$ cat config.mk
export PLATFORM = sky130hd
export DESIGN_NAME = wdt_keyed
export DESIGN_NICKNAME = d
export VERILOG_FILES = /design/src/rtl/wdt_kr_pkg.sv /design/src/rtl/wdt_kr_prescale.sv /design/src/rtl/wdt_kr_key.sv /design/src/rtl/wdt_keyed.sv
export SDC_FILE = /design/constraint.sdc
export NUM_CORES = 1
export LEC_CHECK = 0
export CAP_MARGIN = 20
export CORE_MARGIN = 1.5
export CORE_UTILIZATION = 64
export DETAILED_ROUTE_END_ITERATION = 10
export DONT_BUFFER_PORTS = 1
export PLACE_DENSITY = 0.81
export SYNTH_ARGS = -nofsm -noshare
export SYNTH_HDL_FRONTEND = slang
export SYNTH_SLANG_ARGS = --single-unit
export TNS_END_PERCENT = 50
$ cat constraint.sdc
create_clock -name clk -period 4 [get_ports clk]
set_input_delay 0.4 -clock clk [delete_from_list [all_inputs] [get_ports clk]]
set_output_delay 0.4 -clock clk [all_outputs]
set_load 0.05 [all_outputs]
$ cat src/rtl/wdt_kr_pkg.sv
package wdt_kr_pkg;
    localparam logic [1:0] ADR_CTRL = 2'd0;
    localparam logic [1:0] ADR_RCTL = 2'd1;
    localparam logic [1:0] ADR_KEY  = 2'd2;
    localparam logic [1:0] ADR_STAT = 2'd3;

    typedef struct packed {
        logic [1:0] tops;
        logic [2:0] cks;
    } wdt_cfg_t;

    // log2 of the clock divider for a prescaler code
    function automatic logic [3:0] cks_shift(input logic [2:0] c);
        case (c)
            3'd0:    return 4'd2;
            3'd1:    return 4'd6;
            3'd2:    return 4'd7;
            3'd3:    return 4'd9;
            3'd4:    return 4'd11;
            default: return 4'd13;
        endcase
    endfunction

    // log2 of the timeout period in ticks for a timeout code
    function automatic logic [3:0] tops_shift(input logic [1:0] t);
        case (t)
            2'd0:    return 4'd10;
            2'd1:    return 4'd12;
            2'd2:    return 4'd13;
            default: return 4'd14;
        endcase
    endfunction
endpackage

$ cat src/rtl/wdt_kr_prescale.sv
module wdt_kr_prescale #(
    parameter int PRE_W = 13
) (
    input  logic       clk,
    input  logic       rst_n,
    input  logic       clr,
    input  logic       en,
    input  logic [3:0] shift,
    output logic       tick
);
    logic [PRE_W-1:0] pre_d, pre_q;
    logic             at_end;

    always_comb begin
        at_end = (pre_q == PRE_W'((32'd1 << shift) - 32'd1));
        tick   = en && !clr && at_end;
        pre_d  = pre_q;
        if (clr)
            pre_d = '0;
        else if (en)
            pre_d = at_end ? '0 : pre_q + 1'b1;
    end

    always_ff @(posedge clk or negedge rst_n) begin
        if (!rst_n) pre_q <= '0;
        else        pre_q <= pre_d;
    end
endmodule

$ cat src/rtl/wdt_kr_key.sv
module wdt_kr_key #(
    parameter logic [7:0] KEY_ARM  = 8'h00,
    parameter logic [7:0] KEY_FIRE = 8'hFF
) (
    input  logic       clk,
    input  logic       rst_n,
    input  logic       key_wr,
    input  logic [7:0] key_data,
    output logic       refresh_ok
);
    logic armed_d, armed_q;

    always_comb begin
        refresh_ok = key_wr && armed_q && (key_data == KEY_FIRE);
        armed_d    = key_wr ? (key_data == KEY_ARM) : armed_q;
    end

    always_ff @(posedge clk or negedge rst_n) begin
        if (!rst_n) armed_q <= 1'b0;
        else        armed_q <= armed_d;
    end
endmodule

$ cat src/rtl/wdt_keyed.sv
module wdt_keyed
    import wdt_kr_pkg::*;
#(
    parameter int CNT_W = 14,
    parameter int PRE_W = 13,
    parameter int RD_W  = 16
) (
    input  logic            clk,
    input  logic            rst_n,
    input  logic            wr_en,
    input  logic [1:0]      wr_addr,
    input  logic [7:0]      wr_data,
    input  logic [1:0]      rd_addr,
    output logic [RD_W-1:0] rd_data,
    input  logic            dbg_halt,
    input  logic            strap_auto,
    input  logic [2:0]      strap_cks,
    input  logic [1:0]      strap_tops,
    output logic            nmi_req,
    output logic            rst_req,
    output logic            uflow_evt
);
    localparam int FLAG_BIT = RD_W - 1;

    typedef struct packed {
        wdt_cfg_t         ctrl;
        logic             running;
        logic [CNT_W-1:0] count;
        logic             flag;
        logic             action;
        logic             dbgen;
        logic             evt;
        logic             nmi;
        logic             rst;
    } state_t;

    state_t           st_d, st_q;
    wdt_cfg_t         cfg_eff;
    logic [CNT_W-1:0] reload;
    logic             key_wr, refresh_ok, autoload, pre_clr, pre_en, tick, uf;
    logic             unused_bits;

    assign unused_bits = ^{wr_data[6], wr_data[3]};

    always_comb begin
        cfg_eff  = strap_auto ? '{tops: strap_tops, cks: strap_cks} : st_q.ctrl;
        reload   = CNT_W'((32'd1 << tops_shift(cfg_eff.tops)) - 32'd1);
        key_wr   = wr_en && (wr_addr == ADR_KEY);
        autoload = strap_auto && !st_q.running;
        pre_clr  = refresh_ok || autoload;
        pre_en   = st_q.running && !(st_q.dbgen && dbg_halt);
    end

    wdt_kr_key u_key (
        .clk        (clk),
        .rst_n      (rst_n),
        .key_wr     (key_wr),
        .key_data   (wr_data),
        .refresh_ok (refresh_ok)
    );

    wdt_kr_prescale #(.PRE_W(PRE_W)) u_pre (
        .clk   (clk),
        .rst_n (rst_n),
        .clr   (pre_clr),
        .en    (pre_en),
        .shift (cks_shift(cfg_eff.cks)),
        .tick  (tick)
    );

    always_comb begin
        st_d = st_q;
        uf   = 1'b0;
        if (pre_clr) begin
            st_d.count   = reload;
            st_d.running = 1'b1;
        end else if (tick) begin
            if (st_q.count == '0) begin
                uf         = 1'b1;
                st_d.count = reload;
            end else begin
                st_d.count = st_q.count - 1'b1;
            end
        end
        st_d.evt = uf;
        st_d.nmi = uf && !st_q.action;
        st_d.rst = uf && st_q.action;
        if (wr_en && (wr_addr == ADR_STAT) && !wr_data[7])
            st_d.flag = 1'b0;
        if (uf)
            st_d.flag = 1'b1;
        if (wr_en && (wr_addr == ADR_CTRL) && !strap_auto && !st_q.running)
            st_d.ctrl = '{tops: wr_data[5:4], cks: wr_data[2:0]};
        if (wr_en && (wr_addr == ADR_RCTL)) begin
            st_d.action = wr_data[0];
            st_d.dbgen  = wr_data[1];
        end
    end

    always_ff @(posedge clk or negedge rst_n) begin
        if (!rst_n) st_q <= '0;
        else        st_q <= st_d;
    end

    always_comb begin
        rd_data = '0;
        case (rd_addr)
            ADR_CTRL: begin
                rd_data[2:0] = cfg_eff.cks;
                rd_data[5:4] = cfg_eff.tops;
            end
            ADR_RCTL: begin
                rd_data[0] = st_q.action;
                rd_data[1] = st_q.dbgen;
            end
            ADR_STAT: begin
                rd_data[CNT_W-1:0] = st_q.count;
                rd_data[FLAG_BIT]  = st_q.flag;
            end
            default: rd_data = '0;
        endcase
    end

    assign nmi_req   = st_q.nmi;
    assign rst_req   = st_q.rst;
    assign uflow_evt = st_q.evt;
endmodule

---- Yosys cells after proc, flatten, opt, wreduce, memory -nomap -nowiden ----
Index checks and enable logic that the tools add are counted.
W data, S select, Z words.
storage, ports and cells
  register bits after elaboration ......... 40
  input bits .............................. 22
  word-level logic and storage cells ...... 83
cells by class
  $add $sub $neg .......................... 4
  equal/unequal tests ..................... 13
  shift-type cells ........................ 2
  mux-type cells .......................... 20
  reductions and logical operators ........ 32
operators by type and width
  kind                     number
  $mux W14                 3
  $mux W13                 3
  $sub A14 B1 Y14 const B  2
  $pmux W4 S5              1
  $logic_and A1 B1 Y1      16
  $logic_not A14 Y1        1
  $shl A1 B4 Y14 const A   1
  $add A13 B1 Y13 const B  1
  $eq A13 B13 Y1           1
  $shl A1 B4 Y13 const A   1
  $sub A13 B1 Y13 const B  1
  $pmux W3 S3              1
  $eq A2 B2 Y1 const B     4
  $eq A8 B8 Y1 const B     1
  $logic_not A8 Y1         1
  $mux W8                  1
  $mux W1                  7
  $eq A2 B1 Y1 const B     3
  $eq A3 B2 Y1 const B     2
  $logic_not A1 Y1         6
  $logic_not A2 Y1         3
  $pmux W2 S3              1
  $reduce_bool A2 Y1       3
  $mux W5                  1
  other kinds (6)          6

---- Longest topological paths before layout ----
  depth in word-level cells ............... 11
  mapped depth ............................ 13

---- By module ----
A second synthesis with hierarchy kept.
second synthesis, totals
  cells, all modules ...................... 331
  area, all modules ....................... 3069.2 um^2
modules (own cells, without submodules)
  module           times used  cells an instance  area an instance (um^2)
  wdt_keyed        1           188                1769.2
  wdt_kr_prescale  1           134                1213.7
  wdt_kr_key       1           9                  86.3

---- Worst setup path before layout ----
OpenSTA, ideal clock, no wires.
  path kind ............................... input to register
  from .................................... input port strap_auto
  to ...................................... register st_q[17] in the netlist's numbering
  setup time .............................. 130 ps
  arrival time ............................ 2963 ps
  required time ........................... 3870 ps
  slack ................................... 907 ps
  stages .................................. 13
  path buffers ............................ 2
  cell sequence ........................... buf_6 mux2i_4 nand3_1 and2_1 ha_1 inv_1 o211ai_2 a2111o_1 a2111oi_4 and4_1 buf_6 a21boi_1 nor3_2
between the ends
  longest elaborated chain between the ends .. 8
RTL lines
  what                                                                    line                                    text
  start: declaration                                                      wdt_keyed.sv:16                         input logic strap_auto,
  $mux W5                                                                 wdt_keyed.sv:46                         cfg_eff = strap_auto ? '{tops: strap_tops, cks: strap_cks} : st_q.ctrl;
  $eq A3 B3 Y1, or another cell as far along                              wdt_kr_pkg.sv:14                        case (c)
  $pmux W4 S5 / $pmux W3 S3 (equally long branches)                       wdt_kr_pkg.sv:14, wdt_kr_pkg.sv:26
  $shl A1 B4 Y13 / $shl A1 B4 Y14 (equally long branches)                 wdt_kr_prescale.sv:15, wdt_keyed.sv:47
  $sub A13 B1 Y13 / $sub A14 B1 Y14 (equally long branches)               wdt_kr_prescale.sv:15, wdt_keyed.sv:47
  $eq A13 B13 Y1 / $mux W14 (equally long branches)                       wdt_kr_prescale.sv:15, wdt_keyed.sv:78
  $logic_and A1 B1 Y1 / $mux W14 (equally long branches)                  wdt_kr_prescale.sv:16, wdt_keyed.sv:77
  $reduce_bool A2 Y1 (no source line) / $mux W14 (equally long branches)  --
  end signal: assignment                                                  wdt_keyed.sv:102                        else st_q <= st_d;
  end: declaration                                                        wdt_keyed.sv:37                         state_t st_d, st_q;
Several ways; a longest one is shown, not always the timed one. The select of a mux whose other input is x is not followed.
A chain may end at the register's enable or synchronous reset.

---- Worst setup path after layout ----
  from .................................... register st_q[22] in the netlist's numbering
  to ...................................... register st_q[17] in the netlist's numbering
between the ends
  longest elaborated chain between the ends .. 8
RTL lines
  what                                        line                   text
  $mux W5 *                                   wdt_keyed.sv:46
  $eq A3 B3 Y1, or another cell as far along  wdt_kr_pkg.sv:14
  $pmux W4 S5 *                               wdt_kr_pkg.sv:14
  $shl A1 B4 Y13 *                            wdt_kr_prescale.sv:15  at_end = (pre_q == PRE_W'((32'd1 << shift) - 32'd1));
  $sub A13 B1 Y13 *                           wdt_kr_prescale.sv:15
  $eq A13 B13 Y1 *                            wdt_kr_prescale.sv:15
  $logic_and A1 B1 Y1 *                       wdt_kr_prescale.sv:16  tick = en && !clr && at_end;
  $reduce_bool A2 Y1 (no source line) *       --
Every way passes the cells marked *; elsewhere a longest branch is shown, timed or not.

==> out/summary.md <==
• Primary FF master, synth: sky130_fd_sc_hd__dfrtp_1
• # clock sinks: 40
• area added between synthesis and finish: 3.89%
• placement row count: 24
• post-route total power: 1.09 mW
• Sequential Area: 1000 µm²
• Die X-Extent: 69.5 µm
• timing-limited maximum frequency: 0.305 GHz
• synthesized cell area: 2830 µm²
• post-detailed-routing wire length: 6.71 mm
• most frequent cells in the layout: sky130_fd_sc_hd__dfrtp_1 (40), sky130_fd_sc_hd__nand2_1 (33), sky130_fd_sc_hd__nor2_1 (23)
• worst endpoint data arrival time: 3.46 ns
• largest net degree at the start of global routing: 41
• Syn Inst Count: 325
• data required time of the critical path: 4.18 ns
• global-route wire length before repair: 11.3 mm
• Clock Root Buffer: sky130_fd_sc_hd__clkbuf_8
• estimated wirelength of the detail-placed design: 4.89 mm
• maximum resistive drop on vdd: 0.303 mV
• remaining global-route overflow: 0
• number of enable flip-flop cells after synthesis: 0
• share of flip-flops with an asynchronous set or reset: 100%
• power density over the cells: 371 nW/µm²
• routed via count divided by cell count: 6.80
• final hold violations: 0
• clock tree skew after final layout: 0.00745 ns
• CP max stage delay: 0.45 ns
• cell types with the largest area share after synthesis: sky130_fd_sc_hd__dfrtp_1 (35%), sky130_fd_sc_hd__nand2_1 (4.4%), sky130_fd_sc_hd__mux2_2 (4.0%)
• Final Cycle Share: 81.9%
• relative slew slack: 34.3%
• gate family responsible for the most delay along the worst path: compound AO/OA/AOI/OAI gates
• number of setup violations in the final report: 0
• number of placed I/O pins: 41
• via count of the first global-routing pass: 2442
• net count of the mapped netlist: 354
• fraction of post-synthesis cell area in the top cell type by area: 35.3%
• count of nets after finishing: 350
• Mean Syn Cell Area: 8.72 µm²
• Reg clk slew, reported paths: 0.07 ns
• number of iterations in the first detailed-routing pass: 5
• Filler Cells Inserted: 360
• gr usage total: 29.3%
• initial core utilization: 66.0%
• buffers added on ports: 0
• clock period minus worst slack: 3.28 ns
• sequential area share after synthesis: 35.3%
• proportion of layout cells with a drive suffix above 1: 11.5%
• dominant cell type by area after synthesis: sky130_fd_sc_hd__dfrtp_1
• Post-CTS Resized: 0
• detail-routed net length per standard cell: 18.0 µm
• detailed-route via count: 2536
• Critical Path End Type: flip-flop
• setup slack of the worst register-to-register path: 0.72 ns
• count of maximum capacitance violations: 0
• run status: completed
• register bit count reported by yosys: 40
• overall die area: 4840 µm²
• total clock buffers created by CTS: 5
• Die H: 69.5 µm
• Slew @ Worst Pin: 0.976 ns
• max-slew violations: 0
• critical path type: flip-flop to flip-flop
• number of different library cells in the post-synthesis netlist: 60
• startpoint class of the critical path: flip-flop
• n_diodes: 0
• kind of path behind the tightest hold check: input pin to flip-flop
• Yosys Warn Count: 0
• deepest clock path buffer count: 2
• DR DRC count: 0
• TNS Setup: 0 ns
• maximum fanout along the worst path: 10
• total leakage power: 1.25 nW
• final weighted congestion of routability-driven global placement: 0.935
• multi-input logic area: 1700 µm²
• final antenna-violating net count: 0
• antenna violations before repair: 0
• RSZ-0062 raised after global routing: false
• CTS tree: done
• Placeable Area: 4290 µm²
• most common cell after layout, fill and taps aside: sky130_fd_sc_hd__dfrtp_1
• detailed router's first-iteration violation count: 254
• worst skew pair latency: 0.30 ns
• CP max-delay cell: sky130_fd_sc_hd__dfrtp_1
• WP buf/inv: 1
• cell-by-cell trace of the critical path: mux2i_4, nand3_1, and2_1, ha_1, inv_1, o211ai_2, a2111o_1, a2111oi_4, and4_1, a21boi_1, nor3_2
• depth of the CTS H-tree: 2
## layer usage
metal	up-vias	routed length (µm)	track usage, %
met5	-	0	0
li1	1203	-	-
met1	1191	3010	40.1
met3	16	538	7.27
met2	126	3040	44.8
met4	0	116	11.5
## final cells by class
class,count,area share (%)
Clock buffer,6,2.46
Clock inverter,1,0.170
Inverter,14,1.78
Tap cell,52,2.21
Sequential cell,40,34.0
Timing Repair Buffer,4,1.53
Multi-Input combinational cell,256,57.8
## where the power goes
group / internal (mW) / switching, mW / total (mW)
Sequential: 0.458 / 0.0720 / 0.530
Clock: 0.119 / 0.138 / 0.257
Combinational: 0.119 / 0.187 / 0.306
## flip-flops by register name, summed over array words and instances, names as in the netlist
name / flops
u_key.armed_q: 1
uflow_evt: 1
nmi_req: 1
st_q: 23
rst_req: 1
u_pre.pre_q: 13
## what timing repair did
item	in CTS	in global routing
hold endpoints to repair	40	0
hold buffers	2	0
buffers inserted	0	0
## through the flow
step / std cells / hold slack [ns] / util [%] / setup WS (ns) / instance area [µm²]
5_1_grt: 373 / 0.203 / 68.6 / 0.484 / 2940
4_1_cts: 371 / 0.208 / 68.2 / 0.751 / 2930
6_report: 373 / 0.213 / 68.6 / 0.724 / 2940
3_3_place_gp: 362 / 0.106 / 65.7 / 0.842 / 2820
3_5_place_dp: 362 / 0.105 / 65.7 / 0.777 / 2820
2_1_floorplan: 325 / 0.104 / - / 0.907 / 2830
## cell families (layout without fill, tap and decap cells)
kind of cell	after synthesis	count (layout)	share of synthesized area, %
fa+ha+maj	7	7	3.09
other cells	1	1	0.132
mux	18	18	8.48
compound gates	68	68	17.6
xor+xnor	2	2	0.618
flops	40	40	35.3
buf+inv	29	25	4.59
simple gates	160	160	30.2
## cells in the mapped netlist (5+ instances only)
library cell               instances
sky130_fd_sc_hd__clkbuf_1          9
sky130_fd_sc_hd__inv_1            14
sky130_fd_sc_hd__o21ai_0          16
sky130_fd_sc_hd__and2_1           12
sky130_fd_sc_hd__dfrtp_1          40
sky130_fd_sc_hd__or3_1            10
sky130_fd_sc_hd__nand2_1          33
sky130_fd_sc_hd__or2_2             5
sky130_fd_sc_hd__and3_1            6
sky130_fd_sc_hd__nand3_1          15
sky130_fd_sc_hd__nand4_1           7
sky130_fd_sc_hd__nor4_1            6
sky130_fd_sc_hd__and4_1            6
sky130_fd_sc_hd__nor3_1           21
sky130_fd_sc_hd__nor2_1           23
sky130_fd_sc_hd__ha_1              7
sky130_fd_sc_hd__a21oi_1          11
sky130_fd_sc_hd__mux2_2           10
## worst paths after layout
path	startpoint	endpoint	cells after the start
max	st_q[22]	st_q[17]	11
min	strap_auto	st_q[20]	1
max reg2reg	st_q[22]	st_q[17]	11
min reg2reg	st_q[5]	st_q[5]	2
max in group asynchronous	rst_n	st_q[22]	2
min in group asynchronous	rst_n	u_pre.pre_q[5]	2
Power figures use the tool's default switching activity.
